==> src/rtl/sol_pkg.sv <==
package sol_pkg;
  typedef enum logic {
    LM_EXTERNAL = 1'b0,
    LM_SERIAL   = 1'b1
  } load_mode_e;
endpackage

==> src/rtl/sol_mode_latch.sv <==
module sol_mode_latch
  import sol_pkg::*;
(
  input  logic       clk,
  input  logic       rst,
  input  logic       pin_a_i,
  input  logic       pin_b_i,
  output load_mode_e mode_o
);
  load_mode_e mode_q;

  // While reset is high, keep re-sampling; the last reset edge wins.
  always_ff @(posedge clk) begin
    if (rst) begin
      mode_q <= (pin_a_i && pin_b_i) ? LM_SERIAL : LM_EXTERNAL;
    end
  end

  assign mode_o = mode_q;

  // the armed mode never changes outside reset
  a_r2_mode_frozen: assert property (@(posedge clk) disable iff (rst)
    !$past(rst) |-> $stable(mode_q));
endmodule

==> src/rtl/sol_bit_counter.sv <==
module sol_bit_counter #(
  parameter int TOTAL = 18,
  localparam int CW   = $clog2(TOTAL + 1)
) (
  input  logic          clk,
  input  logic          rst,
  input  logic          step_i,
  output logic [CW-1:0] count_o,
  output logic          full_o
);
  logic [CW-1:0] count_q;

  always_ff @(posedge clk) begin
    if (rst) begin
      count_q <= '0;
    end else if (step_i && (count_q != CW'(TOTAL))) begin
      count_q <= count_q + 1'b1;
    end
  end

  assign count_o = count_q;
  assign full_o  = (count_q == CW'(TOTAL));

  // terminal count is sticky until reset
  a_r7_hold_at_terminal: assert property (@(posedge clk) disable iff (rst)
    full_o |=> full_o && $stable(count_q));
  // never exceeds the bit total
  a_r5_no_overflow: assert property (@(posedge clk) disable iff (rst)
    count_q <= CW'(TOTAL));
endmodule

==> src/rtl/sol_shift_reg.sv <==
module sol_shift_reg #(
  parameter int LEN = 18
) (
  input  logic           clk,
  input  logic           rst,
  input  logic           step_i,
  input  logic           bit_i,
  output logic [LEN-1:0] data_o
);
  logic [LEN-1:0] sr_q;

  always_ff @(posedge clk) begin
    if (rst) begin
      sr_q <= '0;
    end else if (step_i) begin
      sr_q <= {sr_q[LEN-2:0], bit_i};
    end
  end

  assign data_o = sr_q;

  // no step, no change
  a_r3_idle_no_shift: assert property (@(posedge clk) disable iff (rst)
    !step_i |=> $stable(sr_q));
  // a step moves the old contents one place up
  a_r4_shift_up: assert property (@(posedge clk) disable iff (rst)
    step_i |=> sr_q[LEN-1:1] == $past(sr_q[LEN-2:0]));
endmodule

==> src/rtl/serial_offset_loader.sv <==
module serial_offset_loader
  import sol_pkg::*;
#(
  parameter int DEPTH = 512,
  parameter int W     = $clog2(DEPTH)
) (
  input  logic         clk,
  input  logic         rst,
  input  logic         ser_data_i,
  input  logic         ser_load_n_i,
  output logic [W-1:0] x_ofs_o,
  output logic [W-1:0] y_ofs_o,
  output logic         in_ready_o
);
  localparam int TOTAL = 2 * W;
  localparam int CW    = $clog2(TOTAL + 1);

  load_mode_e      mode;
  logic [CW-1:0]   bit_cnt;
  logic            cnt_full;
  logic            step;
  logic [TOTAL-1:0] stream;
  logic            ready_q;

  sol_mode_latch u_mode (
    .clk     (clk),
    .rst     (rst),
    .pin_a_i (ser_data_i),
    .pin_b_i (ser_load_n_i),
    .mode_o  (mode)
  );

  assign step = (mode == LM_SERIAL) && !ser_load_n_i && !cnt_full;

  sol_bit_counter #(.TOTAL(TOTAL)) u_cnt (
    .clk     (clk),
    .rst     (rst),
    .step_i  (step),
    .count_o (bit_cnt),
    .full_o  (cnt_full)
  );

  sol_shift_reg #(.LEN(TOTAL)) u_sr (
    .clk    (clk),
    .rst    (rst),
    .step_i (step),
    .bit_i  (ser_data_i),
    .data_o (stream)
  );

  always_ff @(posedge clk) begin
    if (rst) begin
      ready_q <= 1'b0;
    end else if (mode == LM_SERIAL) begin
      ready_q <= cnt_full;
    end else begin
      ready_q <= 1'b1;
    end
  end

  assign y_ofs_o    = stream[TOTAL-1:W];
  assign x_ofs_o    = stream[W-1:0];
  assign in_ready_o = ready_q;

  // reset clears the flag and offsets
  a_r1_reset_clears: assert property (@(posedge clk)
    rst |=> !in_ready_o && (x_ofs_o == '0) && (y_ofs_o == '0));
  // flag held low while bits are outstanding
  a_r6_low_while_loading: assert property (@(posedge clk) disable iff (rst)
    (mode == LM_SERIAL) && !cnt_full |-> !in_ready_o);
  // flag rises one edge after the final bit
  a_r5_ready_after_last: assert property (@(posedge clk) disable iff (rst)
    (mode == LM_SERIAL) && $rose(cnt_full) |=> in_ready_o);
  // external mode leaves offsets untouched
  a_r8_external_idle: assert property (@(posedge clk) disable iff (rst)
    (mode == LM_EXTERNAL) |-> (bit_cnt == '0) && (stream == '0));
endmodule

==> config.mk <==
export PLATFORM = sky130hd
export DESIGN_NAME = serial_offset_loader
export DESIGN_NICKNAME = d
export VERILOG_FILES = /design/src/rtl/sol_pkg.sv /design/src/rtl/sol_mode_latch.sv /design/src/rtl/sol_bit_counter.sv /design/src/rtl/sol_shift_reg.sv /design/src/rtl/serial_offset_loader.sv
export SDC_FILE = /design/constraint.sdc
export NUM_CORES = 1
export LEC_CHECK = 0
export BUFFER_PORTS_ARGS = -buffer_cell sky130_fd_sc_hd__buf_2
export CAP_MARGIN = 30
export CORE_MARGIN = 4
export CORE_UTILIZATION = 25
export DETAILED_ROUTE_END_ITERATION = 12
export GPL_TIMING_DRIVEN = 1
export PLACE_DENSITY_LB_ADDON = 0.15
export SLEW_MARGIN = 20
export SYNTH_ARGS = -nofsm -noshare
export SYNTH_HDL_FRONTEND = slang
export SYNTH_SLANG_ARGS = --single-unit
==> constraint.sdc <==
create_clock -name clk -period 1.8 [get_ports clk]
set_input_delay 0.36 -clock clk [delete_from_list [all_inputs] [get_ports clk]]
set_output_delay 0.36 -clock clk [all_outputs]
set_load 0.05 [all_outputs]
==> flow_summary.json <==
{
  "status": "finished clean",
  "clk_pin_slew_ns": 0.09,
  "drv_slew": 0,
  "wl_um": 2650,
  "critPathRequiredTime_ns": 2.01,
  "p_sw_uw": 243,
  "fin_tns_setup_ns": 0,
  "ctsResizeCount": 0,
  "cts_buffers": 3,
  "yosysSeqAreaShare_pct": 45.8,
  "p_comb_share_pct": 8.2,
  "final_cells": 191,
  "die_area_mm2": 0.00559,
  "finalHoldViolations": 0,
  "antenna_found_initial": 0,
  "ios": 23,
  "end_kind": "flop",
  "grt_pass1_vias": 920,
  "cts_hold_buf": 0,
  "max_cap_violations": 0,
  "vdd_drop_max_mv": 0.462,
  "mappedNetlistNets": 123,
  "portBuffers": 22,
  "hold_class": "input pin to flop",
  "fmax_mhz": 642,
  "clk_latency_ns": 0.27,
  "fin_crit_ns": 1.56,
  "vias_per_cell": 4.97,
  "overflow": 0,
  "grt_start_max_net_pins": 20,
  "timing.slew.headroom_pct": 70.8,
  "core_mm2": 0.00432,
  "via_count": 949,
  "die_y_um": 74.8,
  "finalCritPeriodShare_pct": 86.6,
  "syn_inst": 117,
  "critPathKind": "flop to flop",
  "startpoint_type": "flop",
  "nNetsFinal": 146,
  "postLayoutCoreUtil_pct": 30.9,
  "synth_cell_types": 26,
  "syn_avg_cell_area_um2": 9.53,
  "internal-power_uw": 744,
  "cts-root-buf": "clkbuf_8",
  "dieWidth_um": 74.8,
  "ys_top_cells_by_area": "dfxtp_1 43%, nand3_1 8.5%, a21oi_2 7.9%, o21ai_2 7.9%, a21oi_1 4.9%",
  "antenna_cells": 0,
  "area_delta_synth_final_pct": 19.8,
  "fill_cells": 472,
  "worstPathArrival_ns": 1.76,
  "grtUsageTotal_pct": 10.0,
  "first_pass_iters": 4,
  "p_clk_share_pct": 33.8,
  "drt_iter0_drc": 35,
  "htreeDepth": 1,
  "synth_top_area_share_pct": 43.1,
  "ant_nets": 0,
  "yosys_warnings": 0,
  "cts_tree": "built",
  "power_density_mw_per_mm2": 739,
  "cts.sinks": 25,
  "cp_max_fo": 19,
  "rsz0062_at_grt": "false",
  "globalplace.congestion": 0.725,
  "drc": 0,
  "wl_per_cell_um": 13.9,
  "finClkSkew_ns": 0.00960,
  "cts_buffer_depth": 2,
  "rows": 24,
  "place_inst": 187,
  "synth_seq_cells": 25,
  "drive_gt1_share_pct": 40.3,
  "netlist_area_mm2": 0.00111,
  "dp_hpwl_um": 1890,
  "post_cts_buffers": 0,
  "setup_viol": 0,
  "seqPwrFrac_pct": 58.0,
  "swShare_pct": 24.6,
  "yosys.area.top_type": "dfxtp_1",
  "leakagePower_nw": 0.497,
  "start_util_pct": 25.8,
  "grt_first_pass_wirelength_um": 4430,
  "holdWs_ns": 0.361,
  "tightest_slew_ns": 0.437
}
==> flip-flops by register name (all words and copies together), names as in the netlist <==
signal	flops
u_cnt.count_o	5
in_ready_o	1
u_mode.mode_o	1
u_sr.data_o	18
==> final cells by class <==
| cell class | instances | area [um2] | share of cell area [%] |
|---|---|---|---|
| Tap cell | 52 | 65.1 | 4.87 |
| Clock inverter | 1 | 5.00 | 0.375 |
| Multi-Input combinational cell | 78 | 536 | 40.1 |
| Clock buffer | 3 | 41.3 | 3.09 |
| Sequential cell | 25 | 510 | 38.2 |
| Inverter | 2 | 7.51 | 0.562 |
| Timing Repair Buffer | 30 | 170 | 12.7 |
==> path summary, 6_finish.rpt <==
path	slack, ns	startpoint	end	depth (start not counted)
hold / removal	0.36	ser_data_i	u_sr.data_o[0]	3
setup reg to reg	0.24	u_cnt.count_o[0]	u_sr.data_o[7]	6
hold reg to reg	0.48	u_mode.mode_o	in_ready_o	1
setup / recovery	0.24	u_cnt.count_o[0]	u_sr.data_o[7]	6
==> metrics by stage <==
stage / power (mW) / setup slack (ns) / cell area (um2)
2_1_floorplan: 0.643 / 0.426 / 1110
3_3_place_gp: 0.665 / 0.321 / 1290
3_5_place_dp: 0.666 / 0.249 / 1290
4_1_cts: 1.01 / 0.237 / 1340
5_1_grt: 1.03 / 0.0671 / 1340
6_report: 0.986 / 0.242 / 1340
==> cell usage after synthesis <==
| cell | n |
|---|---|
| dfxtp_1 | 24 |
| nand3_1 | 19 |
| a21oi_1 | 11 |
| a21oi_2 | 10 |
| o21ai_2 | 10 |
| o21ai_0 | 9 |
| buf_2 | 6 |
| clkbuf_1 | 3 |
| nor2_1 | 3 |
| nor2b_1 | 3 |
| ha_1 | 2 |
| inv_1 | 2 |
| nand4_1 | 2 |
| a211oi_1 | 1 |
| a311oi_1 | 1 |
| a41o_1 | 1 |
| and2_1 | 1 |
| buf_12 | 1 |
| buf_4 | 1 |
| clkbuf_4 | 1 |
| edfxtp_1 | 1 |
| mux2_1 | 1 |
| mux2_2 | 1 |
| nand2b_1 | 1 |
| nand4bb_1 | 1 |
| nor4bb_1 | 1 |
==> metal layers <==
metal	GRT usage (%)	routed length, um	vias to the layer above
li1	-	-	466
met1	13.6	1280	454
met2	16.2	1200	27
met5	0	0	-
met4	1.19	8	0
met3	3.20	161	2
==> cell usage in the layout (no fill, tap or decap), drive strengths merged, types with 3 or more instances in the layout <==
master  instances
nor2            3
nand3          19
buf            30
nor2b           3
clkbuf          3
o21ai          19
a21oi          21
dfxtp          24
==> power by group through the flow <==
stage,combinational (mW),clock [mW],sequential [mW]
floorplan,0.0478,0,0.595
global placement,0.0799,0,0.585
detailed placement,0.0810,0,0.585
CTS,0.0811,0.354,0.572
global route,0.0891,0.366,0.573
finish,0.0806,0.334,0.572
==> critical path: stages, from the launching register on <==
cell	delay [ns]
dfxtp_1	0.35
inv_1	0.08
ha_1	0.17
nor4bb_4	0.28
buf_4	0.31
o21ai_0	0.14
a21oi_1	0.16
==> cells by family (layout without fill, tap and decap cells) <==
group	after synthesis	after routing	share of synthesized area (%)
AO/OA/AOI/OAI	43	43	27.0
AND/OR/NAND/NOR	31	31	15.4
flip-flops	25	25	45.8
buffers and inverters	14	36	7.52
adder cells (fa/ha/maj)	2	2	2.24
multiplexers	2	2	2.02
Power figures use the tool's default switching activity.
